### src/rtl/pwm_slope_pkg.sv
package pwm_slope_pkg;

    // TOP source selection, control bits [2:0]
    typedef enum logic [2:0] {
        TOP_FIX0 = 3'd0,
        TOP_FIX1 = 3'd1,
        TOP_FIX2 = 3'd2,
        TOP_CMPA = 3'd3,
        TOP_CAPT = 3'd4
    } top_src_e;

    // Per-channel pin style
    typedef enum logic [1:0] {
        OUT_OFF    = 2'd0,
        OUT_NONINV = 2'd1,
        OUT_INV    = 2'd2,
        OUT_RSVD   = 2'd3
    } out_mode_e;

    // Control word: [6:5] style B, [4:3] style A, [2:0] TOP source
    typedef struct packed {
        out_mode_e mode_b;
        out_mode_e mode_a;
        top_src_e  top_src;
    } ctrl_t;

    localparam int CTRL_W = $bits(ctrl_t);

    // Register addresses
    localparam int REG_CMPA   = 0;
    localparam int REG_CMPB   = 1;
    localparam int REG_CAPT   = 2;
    localparam int REG_CTRL   = 3;
    localparam int REG_FLGCLR = 4;

    // Flag bit positions
    localparam int FLAG_N   = 3;
    localparam int FLG_OVF  = 0;
    localparam int FLG_CMPA = 1;
    localparam int FLG_CMPB = 2;

    // Next pin level from style, current level, wrap and match events
    function automatic logic pin_next(out_mode_e m, logic cur, logic wrap, logic match);
        logic n;
        case (m)
            OUT_NONINV: n = wrap ? 1'b1 : (match ? 1'b0 : cur);
            OUT_INV:    n = wrap ? 1'b0 : (match ? 1'b1 : cur);
            default:    n = 1'b0;
        endcase
        return n;
    endfunction

endpackage

### src/rtl/pwm_regs.sv
module pwm_regs
    import pwm_slope_pkg::*;
#(
    parameter int CNT_W  = 16,
    parameter int ADDR_W = 3
) (
    input  logic              clk,
    input  logic              rst,
    input  logic              wr_en,
    input  logic [ADDR_W-1:0] wr_addr,
    input  logic [CNT_W-1:0]  wr_data,
    input  logic              top_hit,
    output ctrl_t             ctrl,
    output logic [CNT_W-1:0]  cmpa_act,
    output logic [CNT_W-1:0]  cmpb_val,
    output logic [CNT_W-1:0]  capt_val,
    output logic [FLAG_N-1:0] flag_clr
);

    logic [CNT_W-1:0] cmpa_shadow;

    always_ff @(posedge clk) begin
        if (rst) begin
            ctrl        <= '0;
            cmpa_shadow <= '0;
            cmpa_act    <= '0;
            cmpb_val    <= '0;
            capt_val    <= '0;
        end else begin
            // deferred load of the live channel-A value at TOP
            if (top_hit) begin
                cmpa_act <= cmpa_shadow;
            end
            if (wr_en) begin
                case (wr_addr)
                    ADDR_W'(REG_CMPA): cmpa_shadow <= wr_data;
                    ADDR_W'(REG_CMPB): cmpb_val    <= wr_data;
                    ADDR_W'(REG_CAPT): capt_val    <= wr_data;
                    ADDR_W'(REG_CTRL): ctrl        <= ctrl_t'(wr_data[CTRL_W-1:0]);
                    default: ;
                endcase
            end
        end
    end

    always_comb begin
        flag_clr = '0;
        if (wr_en && wr_addr == ADDR_W'(REG_FLGCLR)) begin
            flag_clr = wr_data[FLAG_N-1:0];
        end
    end

endmodule

### src/rtl/pwm_counter.sv
module pwm_counter
    import pwm_slope_pkg::*;
#(
    parameter int CNT_W  = 16,
    parameter int FIX_W0 = 8,
    parameter int FIX_W1 = 9,
    parameter int FIX_W2 = 10
) (
    input  logic             clk,
    input  logic             rst,
    input  logic             tick,
    input  top_src_e         top_src,
    input  logic [CNT_W-1:0] cmpa_act,
    input  logic [CNT_W-1:0] capt_val,
    output logic [CNT_W-1:0] count,
    output logic [CNT_W-1:0] top_val,
    output logic             top_hit,
    output logic             wrap
);

    localparam logic [CNT_W-1:0] CNT_ALL1 = '1;
    localparam logic [CNT_W-1:0] TOP_F0   = {{(CNT_W-FIX_W0){1'b0}}, {FIX_W0{1'b1}}};
    localparam logic [CNT_W-1:0] TOP_F1   = {{(CNT_W-FIX_W1){1'b0}}, {FIX_W1{1'b1}}};
    localparam logic [CNT_W-1:0] TOP_F2   = {{(CNT_W-FIX_W2){1'b0}}, {FIX_W2{1'b1}}};

    always_comb begin
        case (top_src)
            TOP_FIX1: top_val = TOP_F1;
            TOP_FIX2: top_val = TOP_F2;
            TOP_CMPA: top_val = cmpa_act;
            TOP_CAPT: top_val = capt_val;
            default:  top_val = TOP_F0;
        endcase
    end

    // a count above TOP (live TOP lowered) runs out at all-ones
    assign top_hit = tick && (count == top_val);
    assign wrap    = top_hit || (tick && (count == CNT_ALL1));

    always_ff @(posedge clk) begin
        if (rst) begin
            count <= '0;
        end else if (tick) begin
            count <= wrap ? '0 : count + 1'b1;
        end
    end

endmodule

### src/rtl/pwm_channel.sv
module pwm_channel
    import pwm_slope_pkg::*;
#(
    parameter int CNT_W = 16
) (
    input  logic             clk,
    input  logic             rst,
    input  logic             tick,
    input  logic             wrap,
    input  logic [CNT_W-1:0] count,
    input  logic [CNT_W-1:0] cmp,
    input  out_mode_e        mode,
    output logic             match,
    output logic             pin
);

    assign match = tick && (count == cmp);

    always_ff @(posedge clk) begin
        if (rst) begin
            pin <= 1'b0;
        end else begin
            pin <= pin_next(mode, pin, wrap, match);
        end
    end

endmodule

### src/rtl/pwm_flags.sv
module pwm_flags #(
    parameter int N = 3
) (
    input  logic         clk,
    input  logic         rst,
    input  logic [N-1:0] set,
    input  logic [N-1:0] clr,
    output logic [N-1:0] flags
);

    // set beats clear in the same cycle
    always_ff @(posedge clk) begin
        if (rst) begin
            flags <= '0;
        end else begin
            flags <= (flags & ~clr) | set;
        end
    end

endmodule

### src/rtl/pwm_slope_timer.sv
module pwm_slope_timer
    import pwm_slope_pkg::*;
#(
    parameter int CNT_W  = 16,
    parameter int FIX_W0 = 8,
    parameter int FIX_W1 = 9,
    parameter int FIX_W2 = 10,
    parameter int ADDR_W = 3
) (
    input  logic              clk,
    input  logic              rst,
    input  logic              tick_en,
    input  logic              wr_en,
    input  logic [ADDR_W-1:0] wr_addr,
    input  logic [CNT_W-1:0]  wr_data,
    output logic              pwm_a,
    output logic              pwm_b,
    output logic              ovf_flag,
    output logic              cmpa_flag,
    output logic              cmpb_flag,
    output logic [CNT_W-1:0]  count
);

    localparam int CH_N = 2;

    ctrl_t              ctrl;
    logic [CNT_W-1:0]   cmpa_act;
    logic [CNT_W-1:0]   cmpb_val;
    logic [CNT_W-1:0]   capt_val;
    logic [CNT_W-1:0]   top_val;
    logic               top_hit;
    logic               wrap;
    logic [FLAG_N-1:0]  flag_clr;
    logic [FLAG_N-1:0]  flag_set;
    logic [FLAG_N-1:0]  flags;
    logic [CNT_W-1:0]   ch_cmp  [CH_N];
    out_mode_e          ch_mode [CH_N];
    logic [CH_N-1:0]    ch_match;
    logic [CH_N-1:0]    ch_pin;
    logic [1:0]         mode_a_w;

    pwm_regs #(
        .CNT_W  (CNT_W),
        .ADDR_W (ADDR_W)
    ) u_regs (
        .clk      (clk),
        .rst      (rst),
        .wr_en    (wr_en),
        .wr_addr  (wr_addr),
        .wr_data  (wr_data),
        .top_hit  (top_hit),
        .ctrl     (ctrl),
        .cmpa_act (cmpa_act),
        .cmpb_val (cmpb_val),
        .capt_val (capt_val),
        .flag_clr (flag_clr)
    );

    pwm_counter #(
        .CNT_W  (CNT_W),
        .FIX_W0 (FIX_W0),
        .FIX_W1 (FIX_W1),
        .FIX_W2 (FIX_W2)
    ) u_cnt (
        .clk      (clk),
        .rst      (rst),
        .tick     (tick_en),
        .top_src  (ctrl.top_src),
        .cmpa_act (cmpa_act),
        .capt_val (capt_val),
        .count    (count),
        .top_val  (top_val),
        .top_hit  (top_hit),
        .wrap     (wrap)
    );

    assign ch_cmp[0]  = cmpa_act;
    assign ch_cmp[1]  = cmpb_val;
    assign ch_mode[0] = ctrl.mode_a;
    assign ch_mode[1] = ctrl.mode_b;

    for (genvar i = 0; i < CH_N; i++) begin : g_ch
        pwm_channel #(
            .CNT_W (CNT_W)
        ) u_ch (
            .clk   (clk),
            .rst   (rst),
            .tick  (tick_en),
            .wrap  (wrap),
            .count (count),
            .cmp   (ch_cmp[i]),
            .mode  (ch_mode[i]),
            .match (ch_match[i]),
            .pin   (ch_pin[i])
        );
    end

    always_comb begin
        flag_set           = '0;
        flag_set[FLG_OVF]  = top_hit;
        flag_set[FLG_CMPA] = ch_match[0];
        flag_set[FLG_CMPB] = ch_match[1];
    end

    pwm_flags #(
        .N (FLAG_N)
    ) u_flags (
        .clk   (clk),
        .rst   (rst),
        .set   (flag_set),
        .clr   (flag_clr),
        .flags (flags)
    );

    assign pwm_a     = ch_pin[0];
    assign pwm_b     = ch_pin[1];
    assign ovf_flag  = flags[FLG_OVF];
    assign cmpa_flag = flags[FLG_CMPA];
    assign cmpb_flag = flags[FLG_CMPB];
    assign mode_a_w  = ctrl.mode_a;

endmodule

### config.mk
export PLATFORM = sky130hd
export DESIGN_NAME = pwm_slope_timer
export DESIGN_NICKNAME = d
export VERILOG_FILES = /design/src/rtl/pwm_slope_pkg.sv /design/src/rtl/pwm_regs.sv /design/src/rtl/pwm_counter.sv /design/src/rtl/pwm_channel.sv /design/src/rtl/pwm_flags.sv /design/src/rtl/pwm_slope_timer.sv
export SDC_FILE = /design/constraint.sdc
export NUM_CORES = 1
export LEC_CHECK = 0
export ABC_AREA = 1
export BUFFER_PORTS_ARGS = -buffer_cell sky130_fd_sc_hd__buf_4
export CAP_MARGIN = 25
export CORE_ASPECT_RATIO = 0.75
export CORE_MARGIN = 2
export CORE_UTILIZATION = 35
export CTS_CLUSTER_SIZE = 14
export DETAILED_ROUTE_END_ITERATION = 8
export PLACE_DENSITY_LB_ADDON = 0.05
export SYNTH_ARGS = -nofsm -noshare
export SYNTH_HDL_FRONTEND = slang
export SYNTH_SLANG_ARGS = --single-unit
### constraint.sdc
create_clock -name clk -period 4.4 [get_ports clk]
set_clock_uncertainty 0.1 [all_clocks]
set_input_delay 0.22 -clock clk [delete_from_list [all_inputs] [get_ports clk]]
set_output_delay 0.22 -clock clk [all_outputs]
set_load 0.03 [all_outputs]
# Word-level counts from Yosys, hierarchy flattened
# Index checks and enable logic that the tools add are counted.
dict set report word_totals {
  register_bits 92
  in_bits 23
  output_inout_bits 21
  elab_cells 61
}
dict set report op_classes {
  addsub 1
  eq_ne 20
  muxes 13
  bitwise_logic 3
  n_reduce_logical 13
}
# cell n
set ops {}
lappend ops {{16-bit case mux with 4 select lines} 1}
lappend ops {{16-bit equality test} 3}
lappend ops {{16-bit by 1-bit adder with 16-bit output, second input constant} 1}
lappend ops {{16-bit equality test, second input constant} 1}
lappend ops {{16-bit 2-to-1 mux} 1}
lappend ops {{3-bit by 2-bit equality test with 1-bit output, second input constant} 4}
lappend ops {{2-bit AND reduction} 6}
lappend ops {{1-bit 2-to-1 mux} 8}
lappend ops {{3-bit by 1-bit equality test with 1-bit output, second input constant} 2}
lappend ops {{3-bit equality test, second input constant} 2}
lappend ops {{3-bit by 1-bit != test with 1-bit output, second input constant} 2}
lappend ops {{3-bit by 2-bit != test with 1-bit output, second input constant} 2}
lappend ops {{1-bit logical AND} 5}
lappend ops {{2-bit by 1-bit equality test with 1-bit output, second input constant} 2}
lappend ops {{2-bit equality test, second input constant} 2}
lappend ops {{1-bit case mux with 2 select lines} 2}
lappend ops {{3-bit AND} 1}
lappend ops {{3-bit zero test} 1}
lappend ops {{3-bit 2-to-1 mux} 1}
lappend ops {{3-bit inverter} 1}
lappend ops {{3-bit OR} 1}
lappend ops {{1-bit logical OR} 1}

# Logic depth before layout (Yosys ltp)
# Gate-level depths: netlist (run 1).
dict set report logic_depth {
  depth_word 7
  depth_mapped 17
  mapped_depth_nobuf 15
}

# Modules after synthesis
# From an unflattened synthesis (run 1), not the netlist that was laid out.
dict set report hier_totals {
  cells_unflattened 879
  hier_area_um2 5360.1
}
# mod instances cells_per_inst area_per_inst_um2 seq_area_each_um2
set modules_own_cells {}
lappend modules_own_cells {pwm_regs 1 399 2840.2 1421.4}
lappend modules_own_cells {pwm_counter 1 247 1430.1 320.3}
lappend modules_own_cells {pwm_channel 2 109 490.5 20.0}
lappend modules_own_cells {pwm_flags 1 15 108.9 60.1}

# Worst setup path after synthesis (run 1)
# OpenSTA, ideal clock, no wires.
dict set report synth_path {
  kind {reg2reg}
  start {register u_cnt.count[0]}
  end {register u_cnt.count[13]}
  setup_ps 117
  t_arrival_ps 2127
  required_ps 4183
  path_slack_ps 2056
  stages_incl_launch_ff 12
  n_path_buf 1
  period_less_slack_ps 2344
  path_cell_list {dfxtp_1 ha_1 nand3_1 nor2_1 nand2_1 nor3_2 nand2_1 nor2_2 nand4_1 nand3_2 buf_4 nor2_1}
}
dict set report synth_via {
  elab_chain_len 4
  elab_cells_between_ends 7
  cone_classes {1 x add/sub; 2 x eq/ne; 1 x mux; 3 x reduce/logical}
}
# element line
set synth_rtl {}
lappend synth_rtl {{from (decl)} pwm_counter.sv:15} ;# output logic [CNT_W-1:0] count,
lappend synth_rtl {{from (signal assigned)} pwm_counter.sv:44} ;# count <= wrap ? '0 : count + 1'b1;
lappend synth_rtl {{parallel branches: the longest is 3 deep, another holds 16-bit by 1-bit adder with 16-bit output} -}
lappend synth_rtl {{16-bit 2-to-1 mux *} pwm_counter.sv:44}
# Mark *: on every way between the ends.
# A chain may end at the register's enable or synchronous reset.

# Final worst setup path (run 1)
dict set report layout_path {
  start {register u_regs.ctrl[2] (netlist name)}
  end {register u_cnt.count[0]}
}
dict set report layout_via {
  elab_chain_len 6
  elab_cells_between_ends 9
  cone_classes {5 x eq/ne; 2 x mux; 2 x reduce/logical}
}
# element line
set layout_rtl {}
lappend layout_rtl {{3-bit equality test, or another cell as far along} pwm_counter.sv:27} ;# case (top_src)
lappend layout_rtl {{16-bit case mux with 4 select lines *} pwm_counter.sv:27}
lappend layout_rtl {{16-bit equality test *} pwm_counter.sv:37} ;# assign top_hit = tick && (count == top_val);
lappend layout_rtl {{1-bit logical AND *} pwm_counter.sv:37}
lappend layout_rtl {{1-bit logical OR *} pwm_counter.sv:38} ;# assign wrap = top_hit || (tick && (count == CNT_ALL1));
lappend layout_rtl {{16-bit 2-to-1 mux *} pwm_counter.sv:44}
# Mark *: on every way between the ends. The rest lies on a longest branch, timed or not.

==> Flow_metrics.wiki, run 1 <==
{| class="wikitable"
! Metric !! Value
|-
| Clock tree root buffer cell || sky130_fd_sc_hd__clkbuf_16
|-
| Maximum fanout along the worst path || 38
|-
| Share of final-layout standard cells stronger than drive strength 1 || slightly above 10%
|-
| Sequential-to-total area share from yosys stat || between 40% and 50%
|-
| CP most frequent cell || sky130_fd_sc_hd__nand2_1
|-
| Number of filler instances in the final layout || 1,383
|-
| Quantity of hold-fixing buffers added after cts || 0
|-
| Most used flip-flop cell after synthesis || sky130_fd_sc_hd__dfxtp_1
|-
| Number of antenna violations at the first check in global routing || 0
|-
| Clock tree from TritonCTS || yes
|-
| Flop2flop setup slack || 1310 ps
|-
| Num rows || 35
|-
| Class of the tightest hold or removal check || in2reg
|-
| Critical-path cell with the highest stage delay || sky130_fd_sc_hd__nand3_2
|-
| Final estimated routing congestion in global placement || a little under 1
|-
| Floorplan die area || 0.0137 mm²
|-
| Number of global-route vias before repair || 3,990
|-
| HPWL reported at the end of detailed placement || 12,000 µm
|-
| Netlist area before placement || around 0.0045 mm²
|-
| Number of flops mapped to enable cells by yosys || 0
|-
| Detailed Routing Iterations Pass 1 || 7
|-
| Leakage dissipation || 2.34 nW
|-
| Area of the multi-input gates || 0.00225 mm²
|-
| Hold slack final || 3.22 ps
|-
| Yosys warns || 0
|-
| Layout area overhead || 17.0%
|-
| Final setup vio count || 0
|-
| Asr flop ratio synth || 0%
|-
| Number of nets in the finished design || 734
|-
| Die Span Y || 102 µm
|-
| Setup repair after global routing missed its margin || no
|-
| Post-cts repair resize count || 0
|-
| Syn Area/Cell || 6.59 µm²
|-
| CP max stage delay || 620 ps
|-
| Max-slew violation count || 0
|-
| TritonCTS Sinks || 92
|-
| Number of post-CTS setup repair buffers || 0
|-
| Clock input transition at the sequential cells of the worst setup and hold paths || 70 ps
|-
| First DRT Iteration DRCs || 344
|-
| Area inside the core boundary || 0.0123 mm²
|-
| Total global-route track usage || between 20% and 30%
|-
| Number of buffers added on ports || 43
|-
| Launch point of the worst reg-to-reg path || u_regs.ctrl[2]
|-
| Ratio of total power to cell area || 352 mW/mm²
|-
| Area taken by flip-flops and latches || ~0.0018 mm²
|-
| Post-detailed-route count of antenna-violating nets || 0
|-
| Top-level I/O count || 44
|-
| Count of different cell masters after synthesis || 30
|-
| Max capacitance violation total || 0
|-
| CTS H-Tree Depth || 3
|-
| Top library cells by usage in the layout, fill and taps aside || sky130_fd_sc_hd__nand2_1, sky130_fd_sc_hd__nor2_1, sky130_fd_sc_hd__dfxtp_1
|-
| Capture point of the worst reg-to-reg path || u_cnt.count[0]
|-
| Highest Clock Rate || 323 MHz
|-
| Number of antenna cells inserted || 0
|-
| Setup TNS || 0 ps
|-
| DR vias || 4,409
|-
| Worst slew slack as a fraction of its limit || a little under 50%
|-
| Net count of the mapped netlist || 702
|-
| Overall Power || 1.84 mW
|-
| Synthesized flop and latch total || 92
|-
| Hold violation total from the final report || 0
|-
| Die extent in x || 134 µm
|-
| Vias per inst || 5.00
|-
| WP data required || 4510 ps
|-
| Syn Inst Count || 678
|-
| Crit path DAT || 3200 ps
|-
| VDD IR max || 0.183 mV
|-
| Final routed wire length divided by cell count || 17.9 µm
|-
| Critical setup path kind || reg2reg
|-
| Initial cell density of the core || 36.2%
|-
| Post-route DRC violation count || 0
|-
| Period Utilization, post-route || 70.3%
|-
| Tightest Pin Transition || 765 ps
|-
| Clock insertion delay at the later pin of the skew report || 350 ps
|-
| Largest net degree at the start of global routing || 39
|-
| First-pass GRT wire length || 24,000 µm
|-
| Hold Path Origin || rst
|-
| Reg2Reg Depth || 11
|-
| Nature of the critical path startpoint || register
|-
| Sum of overflow across all layers after global routing || 0
|-
| Final Critical Period || 3090 ps
|-
| Endpoint of the worst hold-timing path || u_flags.flags[0]
|-
| Kind of end point of the critical path || register
|-
| Maximum number of buffers from clock root to sink || 2
|-
| Clock buffers created by TritonCTS || 9
|-
| Outcome || finished, final reports clean
|-
| Worst hold stages || 2
|-
| Total detailed-routing wirelength || 15,800 µm
|-
| Sequence of cells on the critical path || inv_1, nand3_1, nand2_1, nand4_1, nand2_1, nor2_1, nand2_1, nor2_1, nand3_2, nand3_2, a21oi_1
|}
==> metrics by stage <==
stage          std cells  cell area [µm²]  setup WS, ps  utilization (%)
2_1_floorplan        678             4470          2060                -
3_3_place_gp         864             4880          1280             39.6
3_5_place_dp         864             4880          1320             39.6
4_1_cts              880             5200          1300             42.1
5_1_grt              881             5220           935             42.3
6_report             881             5220          1310             42.3
==> Yosys cell counts (5+ instances only) <==
| cell type | number | area, µm² |
|---|---|---|
| sky130_fd_sc_hd__nor3_1 | 5 | 25.0 |
| sky130_fd_sc_hd__a21oi_1 | 31 | 155 |
| sky130_fd_sc_hd__dfxtp_1 | 92 | 1840 |
| sky130_fd_sc_hd__nand4_1 | 8 | 50.1 |
| sky130_fd_sc_hd__xor2_1 | 14 | 123 |
| sky130_fd_sc_hd__o21ai_0 | 71 | 355 |
| sky130_fd_sc_hd__nand3_1 | 37 | 185 |
| sky130_fd_sc_hd__inv_1 | 63 | 236 |
| sky130_fd_sc_hd__clkbuf_1 | 16 | 60.1 |
| sky130_fd_sc_hd__nand2_1 | 150 | 563 |
| sky130_fd_sc_hd__o22ai_1 | 12 | 75.1 |
| sky130_fd_sc_hd__nor2_1 | 150 | 563 |
==> critical path, delay by kind of cell (launching register included) <==
kind / cells / cell delay, ps
simple gates: 9 / 2040
flops: 1 / 530
buf+inv: 1 / 180
compound gates: 1 / 100
==> cell type report <==
| type | instances | area share [%] |
|---|---|---|
| Sequential cell | 92 | 35.3 |
| Clock buffer | 10 | 4.57 |
| Clock inverter | 6 | 1.39 |
| Multi-Input combinational cell | 496 | 43.1 |
| Timing Repair Buffer | 46 | 6.99 |
| Inverter | 65 | 4.67 |
| Tap cell | 166 | 3.98 |
==> where the power goes <==
group          switching [mW]  total, mW  internal (mW)
Combinational          0.0959      0.149         0.0533
Sequential             0.0209      0.875          0.854
Clock                   0.353      0.816          0.462
Total                   0.470       1.84           1.37
==> per-layer routing <==
layer / share of wire (%) / vias to the layer above / global-route usage, %
li1: - / 2228 / -
met1: 52 / 2037 / 36.1
met2: 41 / 133 / 34.6
met3: 6.6 / 11 / 5.41
met4: 0.88 / 0 / 5.43
met5: 0 / - / 0
==> kinds of logic (layout without fill, tap and decap cells) <==
logic type | Yosys count | after routing | synth area share, %
xor gates and xnor gates | 16 | 16 | 3.14
adders and majority gates | 1 | 1 | 0.280
and+or+nand+nor | 361 | 361 | 33.2
DFF | 92 | 92 | 41.2
buffers and inverters | 90 | 127 | 8.41
AOI/OAI and AO/OA | 118 | 118 | 13.8
==> sequential cells by signal (all words and copies together) (netlist names) <==
| name | flops |
|---|---|
| u_cnt.count | 16 |
| u_regs.capt_val | 16 |
| u_regs.cmpa_act | 16 |
| u_regs.cmpa_shadow | 16 |
| u_regs.cmpb_val | 16 |
| u_regs.ctrl | 7 |
| u_flags.flags | 3 |
| g_ch.u_ch.pin | 2 |
==> worst max path at each step <==
| stage | startpoint | cells after the start | endpoint | slack (ps) |
|---|---|---|---|---|
| final | u_regs.ctrl[2] | 11 | u_cnt.count[0] | 1310 |
| after global routing | u_regs.ctrl[2] | 11 | u_cnt.count[15] | 940 |
| after CTS | u_regs.ctrl[2] | 11 | u_cnt.count[0] | 1300 |
| after detailed placement | u_regs.ctrl[2] | 11 | u_cnt.count[12] | 1320 |
| after global placement | u_regs.ctrl[2] | 11 | u_cnt.count[15] | 1280 |
| after floorplan | u_cnt.count[0] | 11 | u_cnt.count[13] | 2060 |
(Power assumes the default switching activity.)
==> run 2, diff against run 1 <==
Clock period 4.4 ns to 3.2 ns, I/O delays scaled along.
==> run 2 against run 1 <==
Net effect: register-to-register slack lost 900 ps; flip-flop and latch count is the same; first-iteration DRC count grew 5.2%; sequential share of layout area shrank 1.1 points; fmax grew 11%; worst hold slack gained 4.5 ps; clock-buffer cell count is the same; core utilization grew 1.4 points; critical endpoint is now u_cnt.count[6].
==> Flow_metrics.wiki, run 2 (synthesis results as in run 1) <==
{| class="wikitable"
! Metric !! Value
|-
| Outcome || finished, final reports clean
|-
| Critical-path cell with the highest stage delay || sky130_fd_sc_hd__dfxtp_1
|-
| Sum of overflow across all layers after global routing || 0 (unchanged)
|-
| Total global-route track usage || 24.6% (+0.63 points)
|-
| Maximum number of buffers from clock root to sink || 2 (unchanged)
|-
| Post-route DRC violation count || 0 (unchanged)
|-
| Number of global-route vias before repair || 4,349 (+9.0%)
|-
| Hold violation total from the final report || 0 (unchanged)
|-
| CTS H-Tree Depth || 3 (unchanged)
|-
| Post-Place Setup Slack || 460 ps (-864 ps)
|-
| Cell count after placement || 870 (+0.69%)
|-
| Final worst setup slack || 402 ps (-905 ps)
|-
| Highest Clock Rate || 357 MHz (+11%)
|-
| Top library cells by usage in the layout, fill and taps aside || sky130_fd_sc_hd__nand2_1, sky130_fd_sc_hd__nor2_1, sky130_fd_sc_hd__dfxtp_1
|-
| Worst hold stages || 3 (+1)
|-
| Largest net degree at the start of global routing || 39 (unchanged)
|-
| CP max stage delay || 640 ps (+20 ps)
|-
| Max capacitance violation total || 0 (unchanged)
|-
| Setup TNS || 0 ps (unchanged)
|-
| Ratio of total power to cell area || 483 mW/mm² (+37%)
|-
| Detailed Routing Iterations Pass 1 || 5 (-2)
|-
| Standard cell area after detailed placement || 0.00494 mm² (+1.2%)
|-
| Detailed route wirelength on metal3 || 831 µm (-20%)
|-
| Post-detailed-route count of antenna-violating nets || 0 (unchanged)
|-
| Clock input transition at the sequential cells of the worst setup and hold paths || 70 ps (about the same)
|-
| Die extent in x || 134 µm (unchanged)
|-
| Nature of the critical path startpoint || register
|-
| Final Critical Period || 2800 ps (-295 ps)
|-
| CP top delay family || simple AND/OR/NAND/NOR gates
|-
| Number of buffers added on ports || 43 (unchanged)
|-
| First DRT Iteration DRCs || 362 (+5.2%)
|-
| Die Span Y || 102 µm (unchanged)
|-
| VDD IR max || 0.266 mV (+46%)
|-
| Critical setup path kind || reg2reg
|-
| Clock tree from TritonCTS || yes
|-
| Final std cells w/o fill || 899 (+2.0%)
|-
| HPWL reported at the end of detailed placement || 12,300 µm (+2.6%)
|-
| TritonCTS Sinks || 92 (unchanged)
|-
| Final routed wire length divided by cell count || 17.7 µm (-1.3%)
|-
| Final cell utilization of the core || 43.7% (+1.4 points)
|-
| Max-slew violation count || 0 (unchanged)
|-
| Clock tree root buffer cell || sky130_fd_sc_hd__clkbuf_16
|-
| Area inside the core boundary || 0.0123 mm² (unchanged)
|-
| Top Metal Used || met4
|-
| Post-cts repair resize count || 0 (unchanged)
|-
| DR vias || 4,500 (+2.1%)
|-
| WP data required || 3330 ps (-1180 ps)
|-
| Crit path DAT || 2920 ps (-280 ps)
|-
| Clock insertion delay at the later pin of the skew report || 350 ps (about the same)
|-
| Final cell area excluding filler cells || 0.00540 mm² (+3.3%)
|-
| Initial cell density of the core || 36.2% (unchanged)
|-
| Number of post-CTS setup repair buffers || 0 (unchanged)
|-
| Wire length on met1 || 8270 µm (+1.7%)
|-
| Num rows || 35 (unchanged)
|-
| Setup repair after global routing missed its margin || no
|-
| Layout area overhead || 20.9%
|-
| Total detailed-routing wirelength || 15,900 µm (+0.74%)
|-
| Met2 WL post-DR || 6570 µm (+1.4%)
|-
| First-pass GRT wire length || 24,900 µm (+3.6%)
|-
| Quantity of hold-fixing buffers added after cts || 13 (+13)
|-
| Count of cell instances traversed by the critical path || 10 (-1)
|-
| Class of the tightest hold or removal check || in2reg
|-
| Period Utilization, post-route || 87.4% (+17 points)
|-
| Number of antenna violations at the first check in global routing || 0 (unchanged)
|-
| Kind of end point of the critical path || register
|-
| Top-level I/O count || 44 (unchanged)
|-
| Number of antenna cells inserted || 0 (unchanged)
|-
| Maximum fanout along the worst path || 15 (-61%)
|-
| Vias per inst || 5.01 (about the same)
|-
| Leakage dissipation || 2.42 nW (+3.2%)
|-
| Share of final-layout standard cells stronger than drive strength 1 || 10.5% (+0.29 points)
|-
| Worst slew slack as a fraction of its limit || 50.8% (+1.9 points)
|-
| CP Buf/Inv Count || 0 (-1)
|-
| Reg2Reg Depth || 10 (-1)
|-
| Sequence of cells on the critical path || ha_1, nand3_1, nor2_1, nand2_1, nor3_2, nand2_1, nor2_2, nand4_1, nand3_2, nor3_1
|-
| Clock buffers created by TritonCTS || 9 (unchanged)
|-
| Final estimated routing congestion in global placement || 0.968 (-1.7%)
|-
| Final setup vio count || 0 (unchanged)
|-
| Number of nets in the finished design || 752 (+2.5%)
|-
| Floorplan die area || 0.0137 mm² (unchanged)
|-
| Tightest Pin Transition || 733 ps (-32.8 ps)
|-
| CP most frequent cell || sky130_fd_sc_hd__nand2_1
|}
==> run 2: cell type report <==
class,instances,area (µm²)
clock buffer,10,229
clock inverter,6,96.3
fill,1364,6950
inverter,65,244
multi-input combinational,496,2250
sequential,92,1840
tap,166,208
timing repair buffer,64,526
==> run 2: metal layers <==
layer  track usage, %  up-vias
met5                0        -
met4             6.56        0
met3             4.61       17
met2             36.9      132
met1             36.2     2092
li1                 -     2259
==> run 2: power breakdown <==
group          leakage (nW)  internal, mW  switching, mW
Sequential            0.746          1.17         0.0306
Combinational          1.52        0.0836          0.134
Clock                 0.155         0.695          0.491
Total                  2.42          1.95          0.655
==> run 2: path summary, 6_finish.rpt <==
| check | from | end | slack (ps) |
|---|---|---|---|
| setup / recovery | u_cnt.count[0] | u_cnt.count[6] | 400 |
| hold / removal | wr_data[6] | u_regs.capt_val[6] | 8 |
| setup reg to reg | u_cnt.count[0] | u_cnt.count[6] | 400 |
| hold reg to reg | u_regs.ctrl[5] | u_regs.ctrl[5] | 370 |
==> run 2: per-stage QoR <==
step	power [mW]	hold slack [ps]
after global routing	2.71	8.21
after detailed placement	1.43	285
after floorplan	1.34	129
after CTS	2.63	5.71
after global placement	1.43	287
final	2.61	7.72
==> run 2: worst min-delay path: cells and delay by family <==
kind / cells / cell delay, ps
buffers and inverters: 1 / 120
and+or+nand+nor: 2 / 140
